===== src/rtl/gpio_pkg.sv =====
package gpio_pkg;
   localparam int unsigned BUS_W      = 32;
   localparam int unsigned DIR_LSB    = 24;
   localparam int unsigned LVL_LSB    = 16;
   localparam int unsigned SNAP_LSB   = 8;
   localparam int unsigned LIVE_LSB   = 0;
   localparam int unsigned PORT_BASE  = 32;
   localparam int unsigned PORT_SPAN  = 16;

   typedef enum logic [1:0] {
      SLOT_DATA = 2'd0,
      SLOT_SET  = 2'd1,
      SLOT_CLR  = 2'd2,
      SLOT_PULL = 2'd3
   } port_slot_e;
endpackage


===== src/rtl/gpio_sync.sv =====
module gpio_sync #(
   parameter int unsigned W      = 8,
   parameter int unsigned STAGES = 2
) (
   input  logic         clk,
   input  logic [W-1:0] d,
   output logic [W-1:0] q
);
   if (STAGES < 2) begin : g_bad_stages
      $error("gpio_sync: STAGES must be at least 2");
   end

   logic [W-1:0] chain [STAGES];

   always_ff @(posedge clk) chain[0] <= d;

   for (genvar s = 1; s < STAGES; s++) begin : g_stage
      always_ff @(posedge clk) chain[s] <= chain[s-1];
   end

   assign q = chain[STAGES-1];
endmodule


===== src/rtl/gpio_port.sv =====
module gpio_port
   import gpio_pkg::*;
#(
   parameter int unsigned PW       = 8,
   parameter int unsigned FSW      = 2,
   parameter bit          HAS_PULL = 1'b1
) (
   input  logic              clk,
   input  logic              rst_n,
   input  logic              wr_fs,
   input  logic              wr_dat,
   input  logic              wr_set,
   input  logic              wr_clr,
   input  logic              wr_par,
   input  logic [BUS_W-1:0]  wdata,
   input  logic [PW-1:0]     pins_s,
   input  logic              snap_en,
   output logic [PW*FSW-1:0] fsel_o,
   output logic [PW-1:0]     oe_o,
   output logic [PW-1:0]     out_o,
   output logic [PW-1:0]     pull_o,
   output logic [BUS_W-1:0]  fs_word,
   output logic [BUS_W-1:0]  dat_word,
   output logic [BUS_W-1:0]  par_word
);
   localparam int unsigned FSB = PW * FSW;

   if (PW > 8) begin : g_bad_pw
      $error("gpio_port: PW must not exceed the 8-bit data fields");
   end
   if (FSB > BUS_W) begin : g_bad_fsw
      $error("gpio_port: function-select fields exceed the bus width");
   end

   logic [FSB-1:0] fs_q;
   logic [PW-1:0]  dir_q, lvl_q, snap_q, mask_w;

   assign mask_w = wdata[PW-1:0];

   always_ff @(posedge clk or negedge rst_n) begin
      if (!rst_n) begin
         fs_q   <= '0;
         dir_q  <= '0;
         lvl_q  <= '0;
         snap_q <= '0;
      end else begin
         if (wr_fs)   fs_q   <= wdata[FSB-1:0];
         if (wr_dat)  dir_q  <= wdata[DIR_LSB +: PW];
         if (snap_en) snap_q <= pins_s;
         if (wr_dat)      lvl_q <= wdata[LVL_LSB +: PW];
         else if (wr_clr) lvl_q <= lvl_q & ~mask_w;
         else if (wr_set) lvl_q <= lvl_q | mask_w;
      end
   end

   for (genvar i = 0; i < PW; i++) begin : g_pin
      logic is_gpio;
      assign is_gpio  = (fs_q[i*FSW +: FSW] == '0);
      assign oe_o[i]  = dir_q[i] & is_gpio;
      assign out_o[i] = lvl_q[i] & is_gpio;
   end

   if (HAS_PULL) begin : g_pull
      logic [PW-1:0] pu_q;
      always_ff @(posedge clk or negedge rst_n) begin
         if (!rst_n)      pu_q <= '1;
         else if (wr_par) pu_q <= mask_w;
      end
      assign pull_o = pu_q;
   end else begin : g_nopull
      logic unused_par;
      assign unused_par = wr_par;
      assign pull_o     = '0;
   end

   always_comb begin
      fs_word  = '0;
      dat_word = '0;
      par_word = '0;
      fs_word[FSB-1:0]          = fs_q;
      dat_word[DIR_LSB  +: PW]  = dir_q;
      dat_word[LVL_LSB  +: PW]  = lvl_q;
      dat_word[SNAP_LSB +: PW]  = snap_q;
      dat_word[LIVE_LSB +: PW]  = pins_s;
      par_word[PW-1:0]          = pull_o;
   end

   assign fsel_o = fs_q;

   logic unused_wdata;
   assign unused_wdata = ^wdata;

   // a set write never lowers a bit and raises every masked bit
   p_set_raises_r3: assert property (@(posedge clk) disable iff (!rst_n)
      (wr_set && !wr_dat && !wr_clr) |=>
         (((lvl_q & $past(lvl_q)) == $past(lvl_q)) &&
          ((lvl_q & $past(mask_w)) == $past(mask_w))));

   // a clear write never raises a bit and lowers every masked bit
   p_clr_lowers_r4: assert property (@(posedge clk) disable iff (!rst_n)
      (wr_clr && !wr_dat) |=>
         (((lvl_q | $past(lvl_q)) == $past(lvl_q)) &&
          ((lvl_q & $past(mask_w)) == '0)));

   // once captured, the reset snapshot holds
   p_snap_hold_r5: assert property (@(posedge clk) disable iff (!rst_n)
      !snap_en |=> $stable(snap_q));
endmodule


===== src/rtl/gpio_bank.sv =====
module gpio_bank
   import gpio_pkg::*;
#(
   parameter int unsigned NP        = 5,
   parameter int unsigned PW        = 8,
   parameter int unsigned FSW       = 2,
   parameter int unsigned AW        = 8,
   parameter int unsigned SYNC_STG  = 2,
   parameter int unsigned PULL_MASK = 32'h0000_000B
) (
   input  logic                  clk,
   input  logic                  rst_n,
   input  logic [AW-1:0]         bus_addr,
   input  logic [BUS_W-1:0]      bus_wdata,
   input  logic                  bus_wr,
   input  logic                  bus_rd,
   output logic [BUS_W-1:0]      bus_rdata,
   input  logic [NP*PW-1:0]      pin_in,
   output logic [NP*PW-1:0]      pin_oe,
   output logic [NP*PW-1:0]      pin_out,
   output logic [NP*PW-1:0]      pin_pull,
   output logic [NP*PW*FSW-1:0]  pin_fsel
);
   localparam int unsigned NPIN    = NP * PW;
   localparam int unsigned TOP_END = PORT_BASE + NP * PORT_SPAN;

   if (NP * 4 > PORT_BASE) begin : g_bad_np
      $error("gpio_bank: function-select block overlaps the port block");
   end
   if (TOP_END > (1 << AW)) begin : g_bad_aw
      $error("gpio_bank: address width too small for the port count");
   end

   // ---------------- decode ----------------
   logic          hit, is_fs;
   logic [AW-1:0] idx, off;
   port_slot_e    slot;

   always_comb begin
      hit   = 1'b0;
      is_fs = 1'b0;
      off   = bus_addr - AW'(PORT_BASE);
      idx   = '0;
      slot  = SLOT_DATA;
      if (bus_addr[1:0] == 2'b00) begin
         if (bus_addr < AW'(PORT_BASE)) begin
            idx   = bus_addr >> 2;
            is_fs = 1'b1;
            hit   = (idx < AW'(NP));
         end else begin
            idx  = off >> 4;
            slot = port_slot_e'(off[3:2]);
            hit  = (idx < AW'(NP));
         end
      end
   end

   // ---------------- synchronizer and snapshot ----------------
   logic [NPIN-1:0] pins_s;
   logic            snap_done;

   gpio_sync #(.W(NPIN), .STAGES(SYNC_STG)) sync_i (
      .clk (clk),
      .d   (pin_in),
      .q   (pins_s)
   );

   always_ff @(posedge clk or negedge rst_n) begin
      if (!rst_n) snap_done <= 1'b0;
      else        snap_done <= 1'b1;
   end

   // ---------------- ports ----------------
   logic [BUS_W-1:0] fs_words  [NP];
   logic [BUS_W-1:0] dat_words [NP];
   logic [BUS_W-1:0] par_words [NP];

   for (genvar p = 0; p < NP; p++) begin : g_port
      logic sel, sel_reg;
      assign sel     = bus_wr & hit & (idx == AW'(p));
      assign sel_reg = sel & ~is_fs;

      gpio_port #(
         .PW       (PW),
         .FSW      (FSW),
         .HAS_PULL (PULL_MASK[p])
      ) port_i (
         .clk      (clk),
         .rst_n    (rst_n),
         .wr_fs    (sel & is_fs),
         .wr_dat   (sel_reg & (slot == SLOT_DATA)),
         .wr_set   (sel_reg & (slot == SLOT_SET)),
         .wr_clr   (sel_reg & (slot == SLOT_CLR)),
         .wr_par   (sel_reg & (slot == SLOT_PULL)),
         .wdata    (bus_wdata),
         .pins_s   (pins_s[p*PW +: PW]),
         .snap_en  (~snap_done),
         .fsel_o   (pin_fsel[p*PW*FSW +: PW*FSW]),
         .oe_o     (pin_oe[p*PW +: PW]),
         .out_o    (pin_out[p*PW +: PW]),
         .pull_o   (pin_pull[p*PW +: PW]),
         .fs_word  (fs_words[p]),
         .dat_word (dat_words[p]),
         .par_word (par_words[p])
      );
   end

   // ---------------- read path ----------------
   logic [BUS_W-1:0] rd_word;

   always_comb begin
      rd_word = '0;
      for (int p = 0; p < NP; p++) begin
         if (hit && idx == AW'(p)) begin
            if (is_fs)                   rd_word = fs_words[p];
            else if (slot == SLOT_DATA)  rd_word = dat_words[p];
            else if (slot == SLOT_PULL)  rd_word = par_words[p];
         end
      end
   end

   always_ff @(posedge clk or negedge rst_n) begin
      if (!rst_n)      bus_rdata <= '0;
      else if (bus_rd) bus_rdata <= rd_word;
      else             bus_rdata <= '0;
   end

   // no read strobe, no read data
   p_idle_rdata_r10: assert property (@(posedge clk) disable iff (!rst_n)
      !bus_rd |=> (bus_rdata == '0));

   // reads outside the map return zero
   p_unmapped_zero_r9: assert property (@(posedge clk) disable iff (!rst_n)
      (bus_rd && !hit) |=> (bus_rdata == '0));
endmodule


===== config.mk =====
export PLATFORM = sky130hd
export DESIGN_NAME = gpio_bank
export DESIGN_NICKNAME = d
export VERILOG_FILES = /design/src/rtl/gpio_pkg.sv /design/src/rtl/gpio_sync.sv /design/src/rtl/gpio_port.sv /design/src/rtl/gpio_bank.sv
export SDC_FILE = /design/constraint.sdc
export NUM_CORES = 1
export LEC_CHECK = 0
export ABC_AREA = 0
export ABC_CLOCK_PERIOD_IN_PS = 3800
export BUFFER_PORTS_ARGS = -buffer_cell sky130_fd_sc_hd__buf_4
export CORE_MARGIN = 10
export CORE_UTILIZATION = 30
export CTS_CLUSTER_SIZE = 40
export DETAILED_ROUTE_END_ITERATION = 12
export GPL_TIMING_DRIVEN = 0
export SLEW_MARGIN = 20
export SYNTH_ARGS = -nofsm -noshare
export SYNTH_HDL_FRONTEND = slang
export SYNTH_SLANG_ARGS = --single-unit

===== constraint.sdc =====
create_clock -name clk -period 3.8 [get_ports clk]
set_input_delay 0.57 -clock clk [delete_from_list [all_inputs] [get_ports clk]]
set_output_delay 0.57 -clock clk [all_outputs]
set_load 0.02 [all_outputs]

# After elaboration in Yosys (flattened, before gate mapping)
# Memories as Yosys holds them, arrays and structs flattened.
# Cells that the tools add are included.
# op_classes
add_sub_neg,1
magnitude_cmp,3
n_eq_ne,7
mux,44
bitwise_logic,126
reduce_logical,53
# op_table
cell,n
$mux 32,20
$mux 8,17
$and 1x1->1,114
$logic_not 2->1,42
$and 8x8->8,5
$or 8x8->8,5
$eq 8x2->1 const B,2
$reduce_bool 3->1,5
$eq 8x1->1 const B,1
$eq 8x3->1 const B,1
$logic_not 8->1,1
$lt 8x6->1 const B,1
$not 8->8,1
$sub 8x6->8 const B,1
$lt 6x3->1 const B,1
$mux 6,1
$logic_and 1x1->1,5
$eq 2x2->1 const B,2
$lt 4x3->1 const B,1
$mux 1,4
$mux 2,2
$eq 2x1->1 const B,1
$not 1->1,1
# word_totals
regBits,257
ram_bits,80
in_bits,84
out_inout_bits,232
wordCells,260
mem_count,1
# mem_list
memory,words,width,read_ports,rd_ports_with_merged_regs,write_ports,line_no,source
sync_i.chain,2,40,2,0,2,gpio_sync.sv:13,logic [W-1:0] chain [STAGES];

# Longest topological paths before layout
# Gate-level depths: netlist (run 1).
# depth
depth_word,25
depth_mapped,11
depth_no_buf,8

# Modules after synthesis
# Synthesis (run 1) repeated with hierarchy kept, for this count alone.
# unflattened
cells_unflattened,2021
hier_area_um2,20762.4
# by_module_without_submodules
mod,n_inst,cells_per_inst,area_per_inst_um2,seq_area_each_um2
gpio_port at g_port[0].port_i ...,3,218,2631.3,1211.2
gpio_bank,1,829,6194.7,825.8
gpio_port at g_port[2].port_i ...,2,209,2386.0,1001.0
gpio_sync,1,120,1901.8,1601.5

# Worst setup path before layout (run 1)
# No wires, ideal clock.
# synth_path
path_kind,input port to flip-flop
from,input bus_addr[6]
to,register g_port[4].port_i.fs_q[10]
setup_ps,125
arrival_time_ps,2789
required_time_ps,3675
setup_slack_ps,887
stages,10
cell_sequence,clkbuf_1 inv_1 ha_1 nand2b_1 a32oi_1 nor2_4 nand2_1 nor2_1 buf_2 mux2_2
# synth_via
elab_chain_len,7
word_cells_on_any_way,14
# synth_rtl
item,line_no,source
"start, declared",gpio_bank.sv:13,"input logic [AW-1:0] bus_addr,"
$sub 8x6->8,gpio_bank.sv:42,off = bus_addr - AW'(PORT_BASE);
$lt 4x3->1,gpio_bank.sv:53,hit = (idx < AW'(NP));
$mux 1,gpio_bank.sv:46,if (bus_addr < AW'(PORT_BASE)) begin
$mux 1,gpio_bank.sv:45,if (bus_addr[1:0] == 2'b00) begin
$and 1x1->1 (2 in series),gpio_bank.sv:80,assign sel = bus_wr & hit & (idx == AW'(p));
$and 1x1->1 (*),gpio_bank.sv:90,".wr_fs (sel & is_fs),"
"end signal, assigned",gpio_port.sv:47,if (wr_fs) fs_q <= wdata[FSB-1:0];
"end, declared",gpio_port.sv:35,logic [FSB-1:0] fs_q;
# Every way passes the cells marked *; elsewhere a longest branch is shown, timed or not.
# A chain may end at the register's enable or synchronous reset.

# Worst setup path in the final report (run 1)
# layout_path
from,input bus_addr[6]
to,register bus_rdata[2]
# layout_via
elab_chain_len,25
word_cells_on_any_way,45
# layout_rtl
item,line_no,source
$lt 8x6->1,gpio_bank.sv:46,
$mux 2,gpio_bank.sv:46,
$mux 2,gpio_bank.sv:45,
$eq 2x2->1,gpio_bank.sv:117,else if (slot == SLOT_PULL) rd_word = par_words[p];
$mux 8,gpio_bank.sv:117,
$mux 32,gpio_bank.sv:116,else if (slot == SLOT_DATA) rd_word = dat_words[p];
$mux 32,gpio_bank.sv:115,if (is_fs) rd_word = fs_words[p];
$mux 32,gpio_bank.sv:114,if (hit && idx == AW'(p)) begin
[9 not listed],-,
$mux 32,gpio_bank.sv:116,
$mux 32,gpio_bank.sv:115,
$mux 32,gpio_bank.sv:114,
$mux 32,gpio_bank.sv:117,
$mux 32,gpio_bank.sv:116,
$mux 32,gpio_bank.sv:115,
$mux 32 (*),gpio_bank.sv:114,
$mux 32 (*),gpio_bank.sv:124,else if (bus_rd) bus_rdata <= rd_word;
"end signal, assigned",gpio_bank.sv:124,
"end, declared",gpio_bank.sv:17,"output logic [BUS_W-1:0] bus_rdata,"
# Marked as above.

==> results.py, run 1 <==
metrics = {
    "timing": {
        "worst_pin_slew_ns": 1.05,
        "max_slew_margin_pct": 30.2,
        "setup_viol": 0,
        "finalMaxSlewViolations": 0,
        "rsz0062_at_grt": "no",
        "hold_violations": 0,
        "finalCritPeriodShare_pct": 94.1,
        "finalCriticalPeriod_ns": 3.58,
        "fin_tns_setup_ns": 0,
        "skew_ns": 0.0149,
        "fmax_mhz": 280,
        "setup_ws_ns": 0.225,
    },
    "clocking": {
        "cts_buffers": 38,
        "root_buffer": "clkbuf_16",
        "insertion_delay_ns": 0.57,
        "cts.path.max_buffers": 3,
        "cts_tree": "built",
        "htreeDepth": 2,
        "clk_pin_slew_worst_paths_ns": 0.06,
        "numClockSinks": 337,
    },
    "cells_and_area": {
        "num_antenna_cells": 0,
        "fillers": 4832,
        "final_common_cell": "buf_4",
        "nNetsFinal": 1693,
        "syn_to_final_growth_pct": 29.1,
        "final_cell_area_sq_um": 19300,
        "drive_gt1_share_pct": 40.6,
        "finalNonFillerCells": 2298,
        "final_cell_mix": "309 x buf_4, 233 x dfrtp_1, 197 x mux2_2",
    },
    "floorplanning": {
        "ios": 316,
        "core_area_sq_um": 49100,
        "die_w_um": 243,
        "start_util_pct": 30.4,
        "die_h_um": 243,
        "num_rows": 81,
        "dieArea_sq_um": 59000,
    },
    "synth": {
        "synth.ff_latch_count": 337,
        "synth_area_per_cell_sq_um": 11.8,
        "synth_cell_types": 66,
        "synth_ff_type": "dfrtp_1",
        "syn-cell-area_sq_um": 14900,
        "syn_inst": 1259,
        "ys_seq_area_share_pct": 54.1,
        "synth_warnings": 0,
        "synth_edf_count": 0,
        "async_reset_ff_share_pct": 76.3,
    },
    "place": {
        "pre_cts_ws_ns": -0.206,
        "placed_area_sq_um": 18000,
        "placed_cells_incl_taps": 2231,
        "globalplace.congestion": 0.966,
        "place_hpwl_mm": 56.1,
        "numPortBuffers": 291,
    },
    "grt": {
        "grt_pass1_vias": 13300,
        "antenna_found_initial": 2,
        "grt_max_degree": 100,
        "grt_usage_pct": 23.6,
        "grt_pass1_wl_mm": 101,
        "grt_overflow": 0,
    },
    "route": {
        "num_vias": 13200,
        "maxUsedRoutingLayer": "met5",
        "drc": 0,
        "ant_nets": 0,
        "wl_met3_mm": 6.13,
        "dr.pass1.iters": 5,
        "post_drt_wl_per_cell_um": 31.7,
        "vias_per_cell": 5.76,
        "finalWirelength_mm": 72.8,
        "wl_met1_mm": 30.0,
        "drt-initial-drc-count": 1489,
        "dr_wl_met2_mm": 33.8,
    },
    "outcome": {
        "status": "completed",
    },
    "pwr": {
        "power_w": 0.00882,
        "p_leak_nw": 8.63,
        "peakVddDrop_mv": 0.264,
        "power_density_nw_per_um2": 458,
    },
    "setup_path": {
        "worstSetupPathType": "in2reg",
        "worstPathCellList": "buf_4 > clkbuf_1 > inv_1 > ha_1 > nand2b_1 > a32oi_1 > a211oi_2 > clkbuf_1 > o21ai_0 > a2bb2oi_1 > o22ai_1",
        "cp-start-kind": "primary input",
        "critPathMostFrequentCell": "clkbuf_1",
        "end_kind": "flip-flop",
        "critPathMaxFanout": 10,
        "critPathSlowestCell": "clkbuf_1",
        "critPathRequiredTime_ns": 4.24,
        "timing.rr.end": "bus_rdata[7]",
        "slowest_delay_ns": 0.77,
        "r2r-start": "g_port[0].port_i.fsel_o[7]",
        "reg2reg_depth": 6,
        "cp.arrival_ns": 4.01,
        "rrSetupSlack_ns": 1.65,
    },
    "hold_path": {
        "worstHoldStart": "pin_in[32]",
        "hold_class": "in2reg",
        "min_to": "sync_i.chain[0][32]",
        "hold_depth": 1,
    },
    "job": {
        "max_cap_viol_count": 0,
    },
}
[power by group]
part / total [W] / internal (W) / switching [W] / leakage (nW)
sequential: 0.00403 / 0.00378 / 0.000251 / 4.05
combinational: 0.00120 / 0.000511 / 0.000694 / 3.99
clock: 0.00358 / 0.00204 / 0.00154 / 0.586
total: 0.00882 / 0.00634 / 0.00249 / 8.63
[final cells by class]
cell class,instances,area [sq um],share of cell area (%)
repair buffers,294,2260,11.7
inverters,6,22.5,0.117
well taps,664,831,4.32
plain buffers,113,548,2.85
clock buffers,57,1110,5.79
flip-flops and latches,337,8060,41.9
multi-input cells,818,6340,32.9
clock inverters,9,77.6,0.403
[Yosys cell counts, types with 7 or more instances]
master    count  area [sq um]
dfrtp_1     233          5830
mux2_2      197          2220
nor3b_1      81           608
dfxtp_1      80          1600
nor2_1       80           300
clkbuf_1     65           244
a21oi_1      42           210
o21ai_0      37           185
nand2_1      33           124
o221a_2      30           338
a22oi_1      28           210
nand4_1      27           169
nand3_1      25           125
a221oi_1     24           210
dfstp_2      24           631
o22ai_1      23           144
a41oi_1      22           193
buf_4        19           143
buf_2        18          90.1
a222oi_1     15           150
a31oi_1      14          87.6
nor3_1       10          50.1
o31a_1        9          78.8
or3_1         9          56.3
and3_1        8          50.1
and2_1        7          43.8
buf_1         7          26.3
nor2_2        7          43.8
[worst max-delay path, delay by kind of cell]
family          cells  cell delay [ns]
buf+inv             4             1.30
simple gates        1             0.13
fa+ha+maj           1             0.39
compound gates      5             1.62
[through the flow]
step | hold slack [ns] | util (%)
after detailed placement | 0.312 | 36.8
after global placement | 0.313 | 36.7
after floorplan | 0.274 | -
after global routing | 0.0870 | 39.2
final | 0.0982 | 39.2
after CTS | 0.0751 | 39.2
[cells by family (layout without fill, tap and decap cells)]
| group | Yosys count | count (layout) | synth area share (%) |
|---|---|---|---|
| mux | 197 | 197 | 14.9 |
| flops | 337 | 337 | 54.1 |
| buf+inv | 119 | 479 | 3.83 |
| fa+ha+maj | 1 | 1 | 0.0839 |
| compound gates | 296 | 296 | 15.4 |
| simple gates | 307 | 307 | 11.7 |
| other cells | 2 | 17 | 0.0504 |
[how the worst max path moves through the flow]
| stage | from | end | cells after the start |
|---|---|---|---|
| after detailed placement | bus_addr[6] | bus_rdata[2] | 11 |
| final | bus_addr[6] | bus_rdata[2] | 11 |
| after CTS | bus_addr[6] | bus_rdata[2] | 11 |
| after global routing | bus_addr[6] | bus_rdata[5] | 11 |
| after floorplan | bus_addr[6] | g_port[4].port_i.fsel_o[10] | 10 |
| after global placement | bus_addr[1] | bus_rdata[2] | 8 |
[metal layers]
metal,GRT usage [%],up-vias
met1,30.1,6816
li1,-,5485
met3,5.35,159
met5,0,-
met4,10.1,4
met2,37.7,777
[repair_timing]
action,in CTS,in global routing
setup buffers,0,0
endpoints found under the hold margin,65,0
hold buffers,1,0
gates resized for setup,0,0
(Power assumes the default switching activity.)
==> inputs of run 2 (changes only) <==
--- a/config.mk
+++ b/config.mk
@@ -13,7 +13,9 @@
 export CTS_CLUSTER_SIZE = 40
 export DETAILED_ROUTE_END_ITERATION = 12
 export GPL_TIMING_DRIVEN = 0
+export RECOVER_POWER = 100
 export SLEW_MARGIN = 20
 export SYNTH_ARGS = -nofsm -noshare
 export SYNTH_HDL_FRONTEND = slang
+export SYNTH_HIERARCHICAL = 1
 export SYNTH_SLANG_ARGS = --single-unit
==> results.py, run 2 <==
metrics = {
    "grt": {
        "use_met1_pct": 28.2,
        "antenna_found_initial": 9,
        "grt_max_degree": 86,
        "gr-max-usage-layer": "met2",
        "grt_overflow": 0,
        "grt_pass1_vias": 18100,
        "grt_usage_pct": 22.8,
        "met2_usage_pct": 36.6,
        "use_met3_pct": 6.05,
        "grt_pass1_wl_mm": 134,
    },
    "cells_and_area": {
        "fillers": 7028,
        "multiInputGateArea_sq_um": 9380,
        "final_common_cell": "buf_4",
        "final_cell_area_sq_um": 25800,
        "nNetsFinal": 2671,
        "syn_to_final_growth_pct": 24.3,
        "seq_area_sq_um": 8060,
        "final_cell_mix": "484 x buf_4, 254 x clkbuf_1, 233 x dfrtp_1, 233 x conb_1, 120 x clkbuf_4",
        "drive_gt1_share_pct": 33.9,
    },
    "route": {
        "finalWirelength_mm": 95.2,
        "drt-initial-drc-count": 1531,
        "ant_nets": 0,
        "vias_per_cell": 5.10,
        "drc": 0,
        "num_vias": 18100,
        "post_drt_wl_per_cell_um": 26.8,
        "dr.pass1.iters": 8,
    },
    "synth": {
        "syn-cell-area_sq_um": 20700,
        "synth_warnings": 6,
        "syn_inst": 2018,
        "synth_area_per_cell_sq_um": 10.3,
    },
    "setup_path": {
        "cp-start-kind": "primary input",
        "worstSetupPathType": "in2reg",
        "cp.arrival_ns": 4.27,
        "r2r-start": "g_port[3].port_i/fsel_o[3]",
        "timing.rr.end": "bus_rdata[3]",
        "rrSetupSlack_ns": 1.61,
        "reg2reg_depth": 5,
        "critPathMaxFanout": 13,
        "critPathRequiredTime_ns": 4.31,
        "end_kind": "flip-flop",
    },
    "timing": {
        "skew_ns": 0.0269,
        "fmax_mhz": 265,
        "finalCritPeriodShare_pct": 99.1,
        "finalCriticalPeriod_ns": 3.77,
        "fin_hold_ws_ns": 0.113,
        "max_slew_margin_pct": -64.9,
        "setup_viol": 0,
        "hold_violations": 0,
        "worst_pin_slew_ns": 2.47,
        "finalMaxSlewViolations": 42,
    },
    "floorplanning": {
        "die_w_um": 283,
        "num_rows": 96,
        "dieArea_sq_um": 80100,
        "ios": 316,
        "core_area_sq_um": 68600,
        "start_util_pct": 30.3,
        "die_h_um": 283,
    },
    "pwr": {
        "pwr-share-clk_pct": 40.3,
        "p_switching_w": 0.00294,
        "pwr-share-seq_pct": 41.6,
        "p_leak_nw": 11.6,
        "switching_share_pct": 30.3,
        "peakVddDrop_mv": 0.312,
        "power_w": 0.00971,
        "p_comb_share_pct": 18.0,
        "power_density_nw_per_um2": 377,
        "p_int_w": 0.00677,
    },
    "place": {
        "place_hpwl_mm": 73.1,
        "numPortBuffers": 298,
        "placed_area_sq_um": 25100,
        "globalplace.congestion": 1.01,
    },
    "clocking": {
        "cts.path.max_buffers": 3,
        "cts_buffers": 40,
        "clk_pin_slew_worst_paths_ns": 0.07,
        "numClockSinks": 337,
        "cts_tree": "built",
        "root_buffer": "clkbuf_16",
        "post_cts_buffers": 0,
        "insertion_delay_ns": 0.58,
        "htreeDepth": 2,
    },
    "hold_path": {
        "hold_depth": 1,
        "hold_class": "in2reg",
        "worstHoldStart": "pin_in[29]",
        "min_to": "sync_i/chain[0][29]",
    },
    "job": {
        "max_cap_viol_count": 1,
    },
    "outcome": {
        "status": "finished, violations left",
        "violations": "capacitance limit, slew limit",
    },
}
[run 2: layout make-up]
class | count | share of cell area [%]
antenna | 2 | 0.0194
buffer | 594 | 15.4
clock buffer | 54 | 4.45
clock inverter | 20 | 0.689
inverter | 4 | 0.0582
multi-input combinational | 1307 | 36.4
sequential | 337 | 31.3
tap | 931 | 4.52
timing repair buffer | 302 | 7.20
[run 2: worst max path at each step]
stage	cells after the start	slack (ns)	startpoint	endpoint
after floorplan	15	0.09	bus_addr[5]	g_port[4].port_i/dir_q[3]
after global placement	14	-1.49	bus_addr[6]	g_port[0].port_i/fsel_o[12]
after detailed placement	14	-1.52	bus_addr[6]	g_port[0].port_i/fsel_o[11]
after CTS	14	0.02	bus_addr[5]	g_port[4].port_i/dir_q[4]
after global routing	10	-0.0001	bus_addr[5]	bus_rdata[22]
final	9	0.03	bus_addr[6]	g_port[1].port_i/pull_o[6]
[run 2: metal layers]
metal | wire length (um) | vias up
li1 | - | 8030
met1 | 38900 | 9079
met2 | 43400 | 785
met3 | 8010 | 192
met4 | 4820 | 8
met5 | 61 | -
[run 2: power groups by stage]
stage | Combinational (W) | Sequential [W] | Clock (W)
6_report | 0.00175 | 0.00404 | 0.00392
5_1_grt | 0.00186 | 0.00405 | 0.00416
4_1_cts | 0.00186 | 0.00404 | 0.00400
3_5_place_dp | 0.00185 | 0.00410 | 0
3_3_place_gp | 0.00182 | 0.00411 | 0
2_1_floorplan | 0.00110 | 0.00396 | 0
[run 2: worst max-delay path: stages]
cell	delay, ns
buf_4	0.23
or3_1	0.17
clkbuf_2	0.35
clkbuf_1	0.90
clkbuf_1	0.46
nand3_1	0.38
nor2_1	0.19
clkbuf_1	0.60
mux2_2	0.41
[run 2: per-stage QoR]
stage / instances / setup TNS [ns] / setup WS [ns] / util, %
3_5_place_dp: 3477 / -246.98 / -1.52 / 36.6
6_report: 3551 / 0 / 0.0327 / 37.6
2_1_floorplan: 2245 / 0 / 0.0860 / -
3_3_place_gp: 3474 / -242.45 / -1.49 / 36.5
4_1_cts: 3549 / 0 / 0.0170 / 38.6
5_1_grt: 3549 / -0.000121 / -0.000121 / 37.6
[run 2: timing repair]
| item | in CTS | in global routing |
|---|---|---|
| hold buffers | 1 | 0 |
| pin swaps | 0 | 0 |
| setup endpoints to repair | 216 | 77 |
| gates resized for setup | 7 | 3 |
| hold endpoints to repair | 36 | 0 |
==> inputs of run 3 (changes only) <==
--- a/config.mk
+++ b/config.mk
@@ -9,7 +9,7 @@
 export ABC_CLOCK_PERIOD_IN_PS = 3800
 export BUFFER_PORTS_ARGS = -buffer_cell sky130_fd_sc_hd__buf_4
 export CORE_MARGIN = 10
-export CORE_UTILIZATION = 30
+export CORE_UTILIZATION = 40
 export CTS_CLUSTER_SIZE = 40
 export DETAILED_ROUTE_END_ITERATION = 12
 export GPL_TIMING_DRIVEN = 0
@@ -17,5 +17,5 @@
 export SLEW_MARGIN = 20
 export SYNTH_ARGS = -nofsm -noshare
 export SYNTH_HDL_FRONTEND = slang
-export SYNTH_HIERARCHICAL = 1
 export SYNTH_SLANG_ARGS = --single-unit
+export TNS_END_PERCENT = 20
==> results.py, run 3 (synthesis gave the netlist of run 1 again) <==
metrics = {
    "clocking": {
        "insertion_delay_ns": 0.55,
        "cts_resized": 0,
        "numClockSinks": 337,
        "cts.path.max_buffers": 3,
        "root_buffer": "clkbuf_16",
        "post_cts_buffers": 0,
        "clk_pin_slew_worst_paths_ns": 0.06,
        "cts_tree": "built",
        "htreeDepth": 2,
        "cts_buffers": 36,
        "ctsHoldBuffers": 0,
    },
    "pwr": {
        "power_density_nw_per_um2": 478,
        "peakVddDrop_mv": 0.321,
        "p_leak_nw": 7.75,
        "power_w": 0.00868,
    },
    "cells_and_area": {
        "final_util_pct": 49.5,
        "final_cell_mix": "282 x clkbuf_1, 233 x dfrtp_1, 197 x mux2_2",
        "drive_gt1_share_pct": 27.1,
        "final_cell_area_sq_um": 18200,
        "final_common_cell": "clkbuf_1",
        "nNetsFinal": 1690,
        "syn_to_final_growth_pct": 21.8,
        "fillers": 3571,
    },
    "hold_path": {
        "worstHoldStart": "pin_in[37]",
        "hold_class": "in2reg",
        "min_to": "sync_i.chain[0][37]",
        "hold_depth": 1,
    },
    "route": {
        "drc": 0,
        "vias_per_cell": 6.25,
        "finalWirelength_mm": 66.9,
        "drt-initial-drc-count": 1657,
        "num_vias": 13100,
        "post_drt_wl_per_cell_um": 31.8,
        "ant_nets": 0,
        "dr.pass1.iters": 8,
    },
    "floorplanning": {
        "die_w_um": 213,
        "num_rows": 70,
        "die_h_um": 213,
        "start_util_pct": 40.6,
        "core_area_sq_um": 36700,
        "ios": 316,
        "dieArea_sq_um": 45400,
    },
    "place": {
        "pre_cts_ws_ns": -0.454,
        "globalplace.congestion": 0.979,
        "placed_area_sq_um": 17800,
        "numPortBuffers": 291,
        "place_hpwl_mm": 50.3,
    },
    "timing": {
        "max_slew_margin_pct": -37.6,
        "fmax_mhz": 267,
        "setup_ws_ns": 0.0600,
        "finalCriticalPeriod_ns": 3.74,
        "hold_violations": 0,
        "skew_ns": 0.0188,
        "rsz0062_at_grt": "yes",
        "finalMaxSlewViolations": 81,
        "setup_viol": 0,
        "finalCritPeriodShare_pct": 98.4,
        "worst_pin_slew_ns": 2.06,
    },
    "setup_path": {
        "cp.arrival_ns": 4.13,
        "r2r-start": "g_port[0].port_i.fsel_o[7]",
        "worstSetupPathType": "in2reg",
        "critPathMaxFanout": 10,
        "cp-start-kind": "primary input",
        "end_kind": "flip-flop",
        "timing.rr.end": "bus_rdata[7]",
        "reg2reg_depth": 6,
        "rrSetupSlack_ns": 1.95,
        "critPathRequiredTime_ns": 4.19,
    },
    "grt": {
        "grt_pass1_vias": 13100,
        "antenna_found_initial": 3,
        "grt_overflow": 0,
        "grt_usage_pct": 28.6,
        "grt_pass1_wl_mm": 94.0,
        "grt_max_degree": 96,
    },
    "job": {
        "max_cap_viol_count": 2,
    },
    "outcome": {
        "status": "finished, violations left",
        "violations": "capacitance limit, slew limit",
    },
}
[run 3: critical path, stage by stage]
cell	delay, ns
buf_4	0.10
clkbuf_1	0.40
inv_1	0.09
ha_1	0.39
nand2b_1	0.13
a32oi_1	0.26
a211oi_2	0.70
clkbuf_1	0.93
o21ai_0	0.22
a2bb2oi_1	0.21
o22ai_1	0.12
[run 3: area by class of cell]
type,instances,area [sq um],share of cell area (%)
Timing Repair Buffer,293,1450,7.98
Buffer,113,517,2.84
Clock buffer,51,1050,5.78
Multi-Input combinational cell,818,6310,34.7
Sequential cell,337,8060,44.4
Tap cell,468,586,3.22
Antenna cell,1,2.50,0.0138
Inverter,6,22.5,0.124
Clock inverter,15,170,0.937
[run 3: how the worst max path moves through the flow]
stage / from / endpoint / slack [ns] / cells past startpoint
2_1_floorplan: bus_addr[6] / g_port[4].port_i.fsel_o[10] / 0.89 / 10
3_3_place_gp: bus_addr[6] / bus_rdata[4] / -0.39 / 11
3_5_place_dp: bus_addr[6] / bus_rdata[4] / -0.45 / 11
4_1_cts: bus_addr[6] / bus_rdata[4] / 0.11 / 11
5_1_grt: bus_addr[6] / bus_rdata[6] / -0.06 / 11
6_report: bus_addr[6] / bus_rdata[6] / 0.06 / 11
[run 3: where the power goes]
part	leakage (nW)	internal (W)	switching, W
combinational	3.09	0.000409	0.000663
clock	0.605	0.00209	0.00150
sequential	4.05	0.00378	0.000235
[run 3: per-layer routing]
metal / share of wire, % / global-route usage, %
met4: 5.3 / 11.9
met1: 40 / 37.6
met3: 10 / 6.36
met2: 44 / 44.6
met5: 0.013 / 0
[run 3: through the flow]
stage | setup TNS, ns | hold WS (ns) | cells
finish | 0 | 0.152 | 2102
global route | -0.0623 | 0.142 | 2102
floorplan | 0 | 0.274 | 1274
global placement | -3.90 | 0.314 | 2033
detailed placement | -6.82 | 0.312 | 2035
CTS | 0 | 0.0499 | 2101
